## config.mk

```make
export PLATFORM = sky130hd
export DESIGN_NAME = tws_reg_slave
export DESIGN_NICKNAME = d
export VERILOG_FILES = /design/src/rtl/tws_pkg.sv /design/src/rtl/tws_link_fsm.sv /design/src/rtl/tws_regfile.sv /design/src/rtl/tws_sample_buf.sv /design/src/rtl/tws_reg_slave.sv
export SDC_FILE = /design/constraint.sdc
export NUM_CORES = 1
export LEC_CHECK = 0
export BUFFER_PORTS_ARGS = -buffer_cell sky130_fd_sc_hd__buf_4
export CORE_MARGIN = 4
export CORE_UTILIZATION = 40
export DETAILED_ROUTE_END_ITERATION = 10
export GPL_ROUTABILITY_DRIVEN = 0
export MAX_ROUTING_LAYER = met4
export PLACE_DENSITY = 0.56
export SYNTH_ARGS = -nofsm -noshare
export SYNTH_HDL_FRONTEND = slang
export SYNTH_SLANG_ARGS = --single-unit
```

## constraint.sdc

```tcl
create_clock -name clk -period 2.9 [get_ports clk]
set_input_delay 0.145 -clock clk [delete_from_list [all_inputs] [get_ports clk]]
set_output_delay 0.145 -clock clk [all_outputs]
set_load 0.005 [all_outputs]
```

## src/rtl/tws_pkg.sv

```systemverilog
package tws_pkg;

    localparam int ADDR_W = 4;
    localparam int BYTE_W = 8;

    typedef enum logic [2:0] {
        ST_IDLE,
        ST_HDR,
        ST_WDATA,
        ST_RDATA,
        ST_SKIP
    } link_state_t;

    localparam logic [ADDR_W-1:0] A_BUF_LO = 4'h0;
    localparam logic [ADDR_W-1:0] A_UNUSED0 = 4'h1;
    localparam logic [ADDR_W-1:0] A_BUF_HI = 4'h2;
    localparam logic [ADDR_W-1:0] A_UNUSED1 = 4'h3;
    localparam logic [ADDR_W-1:0] A_CTRL_A = 4'h4;
    localparam logic [ADDR_W-1:0] A_CTRL_B = 4'h5;
    localparam logic [ADDR_W-1:0] A_MISC   = 4'hF;

endpackage

```

## src/rtl/tws_link_fsm.sv

```systemverilog
module tws_link_fsm
    import tws_pkg::*;
#(
    parameter logic [2:0] CHIP_ID  = 3'b110,
    parameter int         HDR_BITS = 8,
    parameter int         REG_BITS = 16,
    parameter int         BUF_BITS = 24
) (
    input  logic                 clk,
    input  logic                 rst_n,
    input  logic                 ser_en,
    input  logic                 ser_clk,
    input  logic                 ser_din,
    output logic                 ser_dout,
    output logic                 ser_doe,
    output logic [ADDR_W-1:0]    rd_addr,
    input  logic [2*BYTE_W-1:0]  rd_data,
    output logic                 wr_stb,
    output logic [ADDR_W-1:0]    wr_addr,
    output logic [BYTE_W-1:0]    wr_data,
    output logic                 buf_clr
);

    localparam int               CNT_W     = $clog2(BUF_BITS + 1);
    localparam logic [CNT_W-1:0] CNT_MAX   = '1;
    localparam logic [CNT_W-1:0] HDR_LAST  = CNT_W'(HDR_BITS - 1);
    localparam logic [CNT_W-1:0] HDR_DONE  = CNT_W'(HDR_BITS);
    localparam logic [CNT_W-1:0] REG_LAST  = CNT_W'(REG_BITS - 1);
    localparam logic [CNT_W-1:0] BUF_LAST  = CNT_W'(BUF_BITS - 1);
    localparam int               SHR_W     = 2 * BYTE_W;

    link_state_t          state_q, state_d;
    logic                 sclk_q;
    logic [CNT_W-1:0]     cnt_q;
    logic [BYTE_W-2:0]    rx_q;
    logic [BYTE_W-1:0]    hdr_q;
    logic [SHR_W-1:0]     shr_q;
    logic                 oe_q;

    logic                 rise, fall;
    logic [BYTE_W-1:0]    hdr_next;
    logic                 last_hdr;
    logic                 id_ok;
    logic                 is_buf_addr;

    // serial clock edges, seen only inside a transfer
    assign rise     = ser_en &  ser_clk & ~sclk_q;
    assign fall     = ser_en & ~ser_clk &  sclk_q;
    assign hdr_next = {rx_q, ser_din};
    assign last_hdr = rise && (state_q == ST_HDR) && (cnt_q == HDR_LAST);
    assign id_ok    = (hdr_next[6:4] == CHIP_ID);
    assign is_buf_addr = (hdr_q[3:0] == A_BUF_LO) || (hdr_q[3:0] == A_BUF_HI);

    // state register
    always_ff @(posedge clk or negedge rst_n) begin
        if (!rst_n) begin
            state_q <= ST_IDLE;
        end else begin
            state_q <= state_d;
        end
    end

    // next state
    always_comb begin
        state_d = state_q;
        if (!ser_en) begin
            state_d = ST_IDLE;
        end else begin
            unique case (state_q)
                ST_IDLE:  state_d = ST_HDR;
                ST_HDR: begin
                    if (last_hdr) begin
                        if (!id_ok)          state_d = ST_SKIP;
                        else if (hdr_next[7]) state_d = ST_RDATA;
                        else                 state_d = ST_WDATA;
                    end
                end
                ST_WDATA: begin
                    if (rise && cnt_q == REG_LAST) state_d = ST_SKIP;
                end
                ST_RDATA: state_d = ST_RDATA;
                ST_SKIP:  state_d = ST_SKIP;
                default:  state_d = ST_IDLE;
            endcase
        end
    end

    // outputs
    always_comb begin
        wr_stb   = (state_q == ST_WDATA) && rise && (cnt_q == REG_LAST);
        wr_addr  = hdr_q[3:0];
        wr_data  = hdr_next;
        rd_addr  = hdr_next[3:0];
        buf_clr  = (state_q == ST_RDATA) && rise && (cnt_q == BUF_LAST) && is_buf_addr;
        ser_dout = shr_q[SHR_W-1];
        ser_doe  = oe_q & ser_en;
    end

    // datapath registers of the link
    always_ff @(posedge clk or negedge rst_n) begin
        if (!rst_n) begin
            sclk_q <= 1'b1;
            cnt_q  <= '0;
            rx_q   <= '0;
            hdr_q  <= '0;
            shr_q  <= '0;
            oe_q   <= 1'b0;
        end else begin
            sclk_q <= ser_clk;
            if (!ser_en || state_q == ST_IDLE) begin
                cnt_q <= '0;
                oe_q  <= 1'b0;
            end else begin
                if (rise) begin
                    rx_q  <= hdr_next[BYTE_W-2:0];
                    cnt_q <= (cnt_q == CNT_MAX) ? cnt_q : cnt_q + 1'b1;
                end
                if (last_hdr) begin
                    hdr_q <= hdr_next;
                    if (id_ok && hdr_next[7]) begin
                        shr_q <= rd_data;
                    end
                end
                if (fall && state_q == ST_RDATA) begin
                    if (!oe_q) oe_q  <= 1'b1;
                    else       shr_q <= {shr_q[SHR_W-2:0], 1'b0};
                end
            end
        end
    end


    oe_state_chk: assert property (@(posedge clk) disable iff (!rst_n)
        oe_q |-> (state_q == ST_RDATA) && hdr_q[7]);


    oe_start_chk: assert property (@(posedge clk) disable iff (!rst_n)
        $rose(oe_q) |-> (cnt_q == HDR_DONE));


    wr_id_chk: assert property (@(posedge clk) disable iff (!rst_n)
        wr_stb |-> (hdr_q[6:4] == CHIP_ID) && !hdr_q[7]);


    skip_quiet_chk: assert property (@(posedge clk) disable iff (!rst_n)
        (state_q == ST_SKIP) |-> !oe_q);

endmodule

```

## src/rtl/tws_regfile.sv

```systemverilog
module tws_regfile
    import tws_pkg::*;
#(
    parameter logic [BYTE_W-1:0] CTRL_A_RST = 8'h40,
    parameter logic [BYTE_W-1:0] CTRL_B_RST = 8'h63,
    parameter logic [BYTE_W-1:0] MISC_RST   = 8'h20,
    parameter logic [1:0]        BANK1_CODE = 2'b01,
    parameter logic [ADDR_W-1:0] LO_ADDR    = 4'h6,
    parameter logic [ADDR_W-1:0] HI_ADDR    = 4'hE,
    parameter int                BANKS      = 2
) (
    input  logic              clk,
    input  logic              rst_n,
    input  logic              wr_en,
    input  logic [ADDR_W-1:0] wr_addr,
    input  logic [BYTE_W-1:0] wr_data,
    input  logic [ADDR_W-1:0] rd_addr,
    output logic [BYTE_W-1:0] rd_data,
    output logic [BYTE_W-1:0] ctrl_a,
    output logic [BYTE_W-1:0] ctrl_b,
    output logic [BYTE_W-1:0] misc,
    output logic              bank
);

    localparam int N_BANKED = int'(HI_ADDR) - int'(LO_ADDR) + 1;

    logic [BYTE_W-1:0] mem_q [BANKS][N_BANKED];
    logic [BYTE_W-1:0] ctrl_a_q, ctrl_b_q, misc_q;
    logic              soft_rst;
    logic              wr_banked, rd_banked;
    logic [ADDR_W-1:0] wr_idx, rd_idx;

    assign bank      = (misc_q[1:0] == BANK1_CODE);
    assign soft_rst  = wr_en && (wr_addr == A_MISC) && wr_data[BYTE_W-1];
    assign wr_banked = (wr_addr >= LO_ADDR) && (wr_addr <= HI_ADDR);
    assign rd_banked = (rd_addr >= LO_ADDR) && (rd_addr <= HI_ADDR);
    assign wr_idx    = wr_addr - LO_ADDR;
    assign rd_idx    = rd_addr - LO_ADDR;

    always_ff @(posedge clk or negedge rst_n) begin
        if (!rst_n) begin
            ctrl_a_q <= CTRL_A_RST;
            ctrl_b_q <= CTRL_B_RST;
            misc_q   <= MISC_RST;
            for (int b = 0; b < BANKS; b++)
                for (int k = 0; k < N_BANKED; k++)
                    mem_q[b][k] <= '0;
        end else if (soft_rst) begin
            ctrl_a_q <= CTRL_A_RST;
            ctrl_b_q <= CTRL_B_RST;
            misc_q   <= MISC_RST;
            for (int b = 0; b < BANKS; b++)
                for (int k = 0; k < N_BANKED; k++)
                    mem_q[b][k] <= '0;
        end else if (wr_en) begin
            if (wr_addr == A_CTRL_A)      ctrl_a_q <= wr_data;
            else if (wr_addr == A_CTRL_B) ctrl_b_q <= wr_data;
            else if (wr_addr == A_MISC)   misc_q   <= wr_data;
            else if (wr_banked)           mem_q[bank][wr_idx] <= wr_data;
        end
    end

    always_comb begin
        if (rd_addr == A_CTRL_A)      rd_data = ctrl_a_q;
        else if (rd_addr == A_CTRL_B) rd_data = ctrl_b_q;
        else if (rd_addr == A_MISC)   rd_data = misc_q;
        else if (rd_banked)           rd_data = mem_q[bank][rd_idx];
        else                          rd_data = '0;
    end

    assign ctrl_a = ctrl_a_q;
    assign ctrl_b = ctrl_b_q;
    assign misc   = misc_q;


    soft_rst_chk: assert property (@(posedge clk) disable iff (!rst_n)
        soft_rst |=> (ctrl_a_q == CTRL_A_RST) && (ctrl_b_q == CTRL_B_RST)
                     && (misc_q == MISC_RST) && !bank);


    low_addr_wr_chk: assert property (@(posedge clk) disable iff (!rst_n)
        (wr_en && wr_addr < A_CTRL_A) |=>
            $stable(ctrl_a_q) && $stable(ctrl_b_q) && $stable(misc_q));


    ctrl_wr_chk: assert property (@(posedge clk) disable iff (!rst_n)
        (wr_en && wr_addr == A_CTRL_A) |=> (ctrl_a_q == $past(wr_data)));

endmodule

```

## src/rtl/tws_sample_buf.sv

```systemverilog
module tws_sample_buf #(
    parameter int DEPTH = 4,
    parameter int W     = 8
) (
    input  logic             clk,
    input  logic             rst_n,
    input  logic             smp_valid,
    input  logic [W-1:0]     smp_data,
    input  logic             buf_clr,
    output logic [DEPTH*W-1:0] entries
);

    localparam int               FILL_W = $clog2(DEPTH + 1);
    localparam logic [FILL_W-1:0] FULL  = FILL_W'(DEPTH);

    logic [FILL_W-1:0] fill_q;

    always_ff @(posedge clk or negedge rst_n) begin
        if (!rst_n) begin
            fill_q <= '0;
        end else if (buf_clr) begin
            fill_q <= smp_valid ? FILL_W'(1) : '0;
        end else if (smp_valid && fill_q != FULL) begin
            fill_q <= fill_q + 1'b1;
        end
    end

    for (genvar i = 0; i < DEPTH; i++) begin : g_ent
        logic [W-1:0] ent_q;
        logic         hit;
        assign hit = smp_valid && (buf_clr ? (i == 0) : (fill_q == FILL_W'(i)));
        always_ff @(posedge clk or negedge rst_n) begin
            if (!rst_n)   ent_q <= '0;
            else if (hit) ent_q <= smp_data;
        end
        assign entries[i*W +: W] = ent_q;
    end


    fill_clr_chk: assert property (@(posedge clk) disable iff (!rst_n)
        buf_clr |=> (fill_q <= FILL_W'(1)));


    full_hold_chk: assert property (@(posedge clk) disable iff (!rst_n)
        (fill_q == FULL && !buf_clr) |=> (fill_q == FULL) && $stable(entries));

endmodule

```

## src/rtl/tws_reg_slave.sv

```systemverilog
module tws_reg_slave
    import tws_pkg::*;
#(
    parameter logic [2:0] CHIP_ID   = 3'b110,
    parameter int         BUF_DEPTH = 4
) (
    input  logic        clk,
    input  logic        rst_n,
    input  logic        ser_en,
    input  logic        ser_clk,
    input  logic        ser_din,
    output logic        ser_dout,
    output logic        ser_doe,
    input  logic        smp_valid,
    input  logic [7:0]  smp_data,
    output logic [7:0]  cfg_ctrl_a,
    output logic [7:0]  cfg_ctrl_b,
    output logic [7:0]  cfg_misc,
    output logic        cfg_bank
);

    localparam int W = BYTE_W;

    logic [ADDR_W-1:0]      rd_addr;
    logic [2*W-1:0]         rd_word;
    logic [W-1:0]           reg_rd;
    logic                   wr_stb;
    logic [ADDR_W-1:0]      wr_addr;
    logic [W-1:0]           wr_data;
    logic                   buf_clr;
    logic [BUF_DEPTH*W-1:0] entries;

    tws_link_fsm #(
        .CHIP_ID (CHIP_ID),
        .HDR_BITS(8),
        .REG_BITS(16),
        .BUF_BITS(24)
    ) u_link (
        .clk     (clk),
        .rst_n   (rst_n),
        .ser_en  (ser_en),
        .ser_clk (ser_clk),
        .ser_din (ser_din),
        .ser_dout(ser_dout),
        .ser_doe (ser_doe),
        .rd_addr (rd_addr),
        .rd_data (rd_word),
        .wr_stb  (wr_stb),
        .wr_addr (wr_addr),
        .wr_data (wr_data),
        .buf_clr (buf_clr)
    );

    tws_regfile u_regs (
        .clk    (clk),
        .rst_n  (rst_n),
        .wr_en  (wr_stb),
        .wr_addr(wr_addr),
        .wr_data(wr_data),
        .rd_addr(rd_addr),
        .rd_data(reg_rd),
        .ctrl_a (cfg_ctrl_a),
        .ctrl_b (cfg_ctrl_b),
        .misc   (cfg_misc),
        .bank   (cfg_bank)
    );

    tws_sample_buf #(
        .DEPTH(BUF_DEPTH),
        .W    (W)
    ) u_buf (
        .clk      (clk),
        .rst_n    (rst_n),
        .smp_valid(smp_valid),
        .smp_data (smp_data),
        .buf_clr  (buf_clr),
        .entries  (entries)
    );

    // read word: buffer pairs at their two addresses, one byte otherwise
    always_comb begin
        if (rd_addr == A_BUF_LO)
            rd_word = {entries[0*W +: W], entries[1*W +: W]};
        else if (rd_addr == A_BUF_HI)
            rd_word = {entries[2*W +: W], entries[3*W +: W]};
        else
            rd_word = {reg_rd, {W{1'b0}}};
    end

endmodule

```

==> impl_results.md, run 1 <==
* Ys async rst share at 100%
* Antenna cells at 0
* DRT Pass-1 Iters at 5
* Power per cell area at 648 nW/um^2
* Setup Viol. Count Final at 0
* Worst setup EP type: register
* Routed via count at a little over 9000
* LEAKAGE at between 6 and 7 nW
* Area grow syn2layout at 17.2%
* Routed WL at approximately 34 mm
* Die Area at 32200 sq um
* CP Data Arrival Time at roughly 3.1 ns
* Total CTS buffers at 28
* Tightest Pin Transition at ~0.86 ns
* Min Tclk post-route at 2.62 ns
* FP Rows at 62
* Final hold violations at 0
* Die X at approximately 180 microns
* Routed Antenna Nets at 0
* Fin cells at between 1500 and 2000
* Post-Synthesis Cell Area at between 10000 and 15000 sq um
* Max Transition Viols Final at 0
* CTS Root Cell: clkbuf_16
* Total core area at 28900 sq um
* CTS H-tree depth at 1
* Clk sink count at 240
* Total Nets Final at between 1000 and 1500
* CTS tree: done
* Pin count of the biggest net entering global routing at 76
* Crit Path Class: register to register
* Final cycle utilization of the critical path at between 90% and 100%
* Vias in the first global route at roughly 9300
* Outcome: complete, no violations
* Initial Util at between 40% and 50%
* Worst Path Required at 3.35 ns
* Proportion of layout cells with a drive suffix above 1 at roughly a fifth
* Wire length of the first global-routing pass at approximately 55 mm
* Count of different cell masters after synthesis at 70
* Finished Core Util at 47.8%
* Initial DRC Count at between 800 and 900
* Initial antenna violation count at 0
* Top_reg_cell synth: dfrtp_1
* Max-slew headroom at between 40 and 50%
* Tot GR Track Use at around 21%
* Max VDD drop at 0.522 mV
* Top Ports at between 40 and 50
* Clk_skew at slightly below 0.008 ns
* Hold Path Class: input pin to register
* Dpl ws at 0.168 ns
* Yosys reg bits at between 200 and 250
* Post-synthesis cell count at approximately 1100
* Sum of negative setup slack at 0 ns
* Achievable Freq at about 380 MHz
* Number of synthesized flops with an enable pin at 0
* Vias per inst at between 5 and 6
* Die Y at 180 microns
* Worst Path Max Fanout at 25
* Drc violations at 0
* Final setup margin at ~0.28 ns
* Syn avg cell area at 10.3 sq um
* Port buffer count at 40
* Seq/Total Area, Yosys at 51.1%
* RSZ-0062 raised after global routing: no
* Number of synthesis warnings at 0
* DR WL/cell at around 21 microns
* Grt total ovfl at 0
* DPL Wire Length at 22.8 mm
* CP Launch Type: register
* Clock Path Buffers at 3
* Syn Nets at 1165
* Placed Cells at 1552
* Worst-path clk slew at about 0.06 ns
* MaxCap Viol Count at 0
* Clock latency on the worst-skew pair at between 0.5 and 0.6 ns
power by group:
part	leakage (nW)	internal (mW)	switching (mW)
Combinational	2.82	0.617	0.869
Sequential	3.17	3.64	0.251
Clock	0.458	2.15	1.42
Total	6.44	6.41	2.54
cell families (layout without fill, tap and decap cells):
family	after synthesis	in the layout	share of synthesized area (%)
mux	120	120	10.9
flops	240	240	51.1
simple gates	360	360	14.8
fa+ha+maj	10	10	1.06
compound gates	307	307	18.0
xor+xnor	5	5	0.372
buf+inv	99	189	3.76
final timing paths:
kind | slack (ns) | cells after the start | start | end
worst max-delay path | 0.28 | 8 | u_regs.misc[1] | u_link.shr_q[15]
worst min-delay path | 0.04 | 3 | ser_din | u_regs.mem_q[136]
worst max register to register | 0.28 | 8 | u_regs.misc[1] | u_link.shr_q[15]
worst min register to register | 0.50 | 1 | u_regs.mem_q[108] | u_regs.mem_q[108]
max in group asynchronous | 1.79 | 3 | rst_n | u_link.sclk_q
min in group asynchronous | 0.17 | 2 | rst_n | u_regs.mem_q[127]
worst max-delay path, stage by stage (launching register included):
cell and delay (ns):
dfrtp_1 0.40, nand2b_2 0.22, inv_2 0.45, buf_4 0.28
nand2_1 0.07, a32oi_1 0.21, a31oi_1 0.19, o311a_1 0.45
a211oi_1 0.24
state kept, by name, summed over array words and instances (netlist names):
name / cells
u_regs.misc: 8
u_buf.g_ent.ent_q: 32
u_regs.ctrl_a: 8
u_link.hdr_q: 4
u_link.cnt_q: 5
u_buf.fill_q: 3
u_regs.mem_q: 144
u_regs.ctrl_b: 8
u_link.rx_q: 7
u_link.oe_q: 1
u_link.sclk_q: 1
u_link.shr_q: 16
u_link.state_q: 3
through the flow:
step	instance area [sq um]	power, mW	hold WS (ns)
floorplan	11800	4.82	-0.151
global placement	12800	5.40	0.162
detailed placement	12800	5.42	0.161
CTS	13800	9.03	0.0169
global route	13800	9.35	0.0467
finish	13800	8.95	0.0450
cell usage after synthesis (all sizes together) (5+ instances only):
library cell	instances	share of area, %
inv	23	0.73
nand2b	9	0.48
nand3b	7	0.55
mux2i	73	6.2
a211oi	6	0.43
ha	10	1.1
a31oi	9	0.48
and2	12	0.64
a22o	90	6.7
a21oi	81	3.4
or4b	5	0.46
nor3	8	0.60
mux2	45	4.3
buf	42	1.9
nand2	154	5.0
a22oi	11	0.70
a32oi	15	1.1
nor2	95	3.1
nand3	42	1.8
clkbuf	34	1.1
a21boi	5	0.32
dfstp	7	1.6
nor2b	7	0.37
o21ai	51	2.2
o22ai	14	0.74
dfrtp	233	50
cell usage in the layout, fill, tap and decap left out, types with 3 or more instances in the layout:
| cell | count |
|---|---|
| a21oi_1 | 80 |
| clkinv_2 | 5 |
| nand2b_1 | 8 |
| nand3b_1 | 6 |
| nor3b_2 | 3 |
| a222oi_1 | 4 |
| dlygate4sd3_1 | 12 |
| clkbuf_1 | 8 |
| dfrtp_1 | 232 |
| clkbuf_8 | 6 |
| o22ai_1 | 14 |
| inv_1 | 22 |
| a22o_1 | 90 |
| mux2i_1 | 73 |
| nand2_1 | 152 |
| a22oi_1 | 11 |
| a31oi_1 | 9 |
| nor3_2 | 6 |
| or4b_1 | 4 |
| buf_12 | 4 |
| xor2_1 | 4 |
| nor4_2 | 3 |
| nor2b_1 | 7 |
| and2_1 | 9 |
| a32oi_1 | 15 |
| and2_2 | 3 |
| a211oi_1 | 5 |
| ha_1 | 10 |
| a21boi_0 | 5 |
| clkbuf_16 | 29 |
| o21ai_0 | 49 |
| mux2_2 | 45 |
| nor2_1 | 93 |
| buf_4 | 98 |
| dfstp_2 | 7 |
| nand3_1 | 41 |
| o311a_1 | 3 |
timing repair:
action,4_1_cts,5_1_grt
hold buffers,12,0
gates resized for setup,0,2
setup endpoints to repair,0,24
hold endpoints to repair,109,0
buffers inserted,0,0
metal layers:
layer  vias up  track usage, %  wire length, microns
li1       4264               -                     -
met1      4650            30.4                 15600
met2       301            32.4                 15600
met3        65            3.54                  2040
met4         0            5.79                   904
met5         -               -                     0
area by class of cell:
class,instances,area (sq um)
clock inverters,8,92.6
fillers,2757,15100
flip-flops and latches,240,6020
multi-input cells,802,5340
well taps,384,480
repair buffers,115,951
clock buffers,43,838
inverters,23,86.3
(Power assumes the default switching activity.)
==> run 2: changes to the inputs <==
- GPL_TIMING_DRIVEN: default -> 0
- RECOVER_POWER: default -> 100
- SKIP_LAST_GASP: default -> 1
==> run 2 against run 1 <==
Compared with the run above: sequential power decreased by 1%; the flow now finishes with violations (max-capacitance violations, max-slew violations, negative setup slack); via count up 3.4%; worst setup slack worse by 0.29 ns; die area stayed put; hold slack improved by 0.31 ns; combinational power rose by 3%; critical endpoint is now u_regs.mem_q[11]; register-to-register slack worse by 0.29 ns; sequential cell count unchanged.
==> impl_results.md, run 2 (synthesized netlist as in run 1, its figures left out) <==
* Power Total at 8.80 mW (was 8.95 mW)
* Clk sink count at 240 (unchanged)
* CP Data Arrival Time at 3.36 ns (was 3.07 ns)
* Achievable Freq at 343 MHz (was 381 MHz)
* CTS H-tree depth at 1 (unchanged)
* Worst-path clk slew at 0.06 ns (about the same)
* Clock latency on the worst-skew pair at 0.56 ns (was 0.54 ns)
* Crit Path Class: register to register (unchanged)
* Area grow syn2layout at 15.4% (was 17.2%)
* Failing checks: max-capacitance violations, max-slew violations, negative setup slack
* Routed WL at 38.5 mm (was 34.2 mm)
* Origin of the critical flop-to-flop path: u_link.hdr_q[2] (was u_regs.misc[1])
* Fillers at 2748 (was 2757)
* Vias in the first global route at 9534 (was 9288)
* MaxCap Viol Count at 1 (was 0)
* Reg2Reg Setup Slack at -0.01 ns (was 0.28 ns)
* Footprint of the multi-input gates at 5330 sq um (was 5340 sq um)
* Total Nets Final at 1248 (was 1234)
* Min Tclk post-route at 2.91 ns (was 2.62 ns)
* Total CTS buffers at 28 (unchanged)
* Top Ports at 41 (unchanged)
* HP Start: ser_clk (was ser_din)
* Clock Path Buffers at 3 (unchanged)
* Pin count of the biggest net entering global routing at 101 (was 76)
* Routed Antenna Nets at 0 (unchanged)
* Worst r2r path cells at 6 (was 8)
* Vias per inst at 5.89 (was 5.75)
* Wire length of the first global-routing pass at 59.5 mm (was 54.9 mm)
* Commonest non-fill, non-tap cell in the layout: dfrtp_1 (unchanged)
* Hold path cells at 2 (was 3)
* Clk_skew at 0.0242 ns (was 0.00771 ns)
* Reg with most FFs: u_regs.mem_q (unchanged)
* Port buffer count at 39 (was 40)
* Max VDD drop at 0.435 mV (was 0.522 mV)
* Worst Path Max Fanout at 8 (was 25)
* Worst Hold Endpoint: u_link.sclk_q (was u_regs.mem_q[136])
* CTS tree: done (unchanged)
* Total core area at 28900 sq um (unchanged)
* Routed via count at 9597 (was 9280)
* Hold Path Class: input pin to register (unchanged)
* Tightest Pin Transition at 1.93 ns (was 0.864 ns)
* Die Y at 180 microns (unchanged)
* DRT Pass-1 Iters at 5 (unchanged)
* LEAKAGE at 6.26 nW (was 6.44 nW)
* Power per cell area at 647 nW/um^2 (was 648 nW/um^2)
* Final hold violations at 0 (unchanged)
* CTS Root Cell: clkbuf_16 (unchanged)
* DPL Wire Length at 26.7 mm (was 22.8 mm)
* Die Area at 32200 sq um (unchanged)
* Die X at 180 microns (unchanged)
* Largest regs: u_regs.mem_q x144, u_buf.g_ent.ent_q x32, u_link.shr_q x16 (unchanged)
* Most frequent cells in the layout: dfrtp_1, nand2_1, a22o_1 (was dfrtp_1, nand2_1, buf_4)
* RSZ-0062 raised after global routing: yes (was no)
* Placed Cells at 1566 (was 1552)
* Final setup margin at -0.0146 ns (was 0.276 ns)
* RR Endpoint: u_regs.mem_q[11] (was u_link.shr_q[15])
* DR WL/cell at 23.6 microns (was 21.2 microns)
* Setup Viol. Count Final at 5 (was 0)
* Initial Util at 40.8% (unchanged)
* Grt total ovfl at 0 (unchanged)
* Proportion of layout cells with a drive suffix above 1 at 15.4% (was 18.9%)
* Fin cells at 1630 (was 1615)
* Drc violations at 0 (unchanged)
* FP Rows at 62 (unchanged)
* Reg area at 6010 sq um (was 6020 sq um)
* Finished Core Util at 47.1% (was 47.8%)
* Final cycle utilization of the critical path at 101% (was 90.5%)
* CP Launch Type: register (unchanged)
* Initial antenna violation count at 1 (was 0)
* Number of flip-flops in the largest register at 144 (unchanged)
* Max Transition Viols Final at 73 (was 0)
* Worst Path Required at 3.35 ns (about the same)
* Worst setup EP type: register (unchanged)
* Outcome: finished, violations left (was complete, no violations)
* Initial DRC Count at 941 (was 850)
* Tot GR Track Use at 24.0% (was 21.5%)
* Max-slew headroom at -28.3% (was 42.4%)
run 2: cell count changes in the layout (fill, tap and decap cells not counted), sizes merged:
| cell | previous run | this run |
|---|---|---|
| clkbuf | 43 | 114 |
| buf | 103 | 48 |
| bufinv | 2 | 0 |
| clkinv | 5 | 3 |
| clkinvlp | 1 | 3 |
| diode | 0 | 1 |
run 2: per-layer routing:
| layer | wire length [microns] | GRT usage [%] | vias to the layer above |
|---|---|---|---|
| li1 | - | - | 4302 |
| met2 | 17800 | 36.8 | 387 |
| met5 | 0 | - | - |
| met4 | 959 | 6.16 | 0 |
| met1 | 17000 | 33.0 | 4841 |
| met3 | 2690 | 4.57 | 67 |
run 2: through the flow:
step / area (sq um) / hold WS (ns) / worst slack [ns] / setup TNS, ns
2_1_floorplan: 11800 / -0.151 / 0.754 / 0
3_3_place_gp: 12500 / 0.299 / -0.297 / -69.83
3_5_place_dp: 12600 / 0.150 / -0.143 / -9.76
4_1_cts: 13600 / 0.176 / 0.00897 / 0
5_1_grt: 13600 / 0.347 / -0.0933 / -1.85
6_report: 13600 / 0.352 / -0.0146 / -0.0215
run 2: worst max path at each step:
stage	from	end	cells after the start
after floorplan	u_link.cnt_q[0]	u_regs.ctrl_a[0]	10
after global placement	rst_n	u_buf.g_ent[3].ent_q[5]	1
after detailed placement	u_link.cnt_q[0]	u_regs.mem_q[1]	10
after CTS	u_link.rx_q[0]	u_link.shr_q[12]	7
after global routing	u_link.hdr_q[2]	u_regs.mem_q[119]	7
final	u_link.hdr_q[2]	u_regs.mem_q[11]	6
run 2: cell type report:
class | instances | area share [%]
Sequential cell | 240 | 44.3
Multi-Input combinational cell | 802 | 39.2
Clock buffer | 45 | 6.22
Tap cell | 384 | 3.54
Timing Repair Buffer | 53 | 3.17
Buffer | 76 | 2.56
Inverter | 23 | 0.635
Clock inverter | 6 | 0.387
Antenna cell | 1 | 0.0184
run 2: worst max-delay path, cell delays in order, from the launching register on:
cell and delay, ns:
dfrtp_1 0.47, ha_1 0.23, xor2_1 0.58, nand3_1 0.31
nor2_1 0.68, a21oi_1 0.30, a22o_1 0.25
run 2: power by group:
group,leakage [nW],total [mW],switching [mW],internal (mW)
clock,0.429,3.42,1.43,1.99
combinational,2.66,1.53,0.943,0.588
sequential,3.17,3.84,0.202,3.64
run 2: repair_timing:
| action | in CTS | in global routing |
|---|---|---|
| resized for setup | 2 | 15 |
| setup buffers | 0 | 0 |
| endpoints found under the setup margin | 99 | 138 |
| hold buffers | 12 | 0 |
| hold endpoints to repair | 109 | 0 |
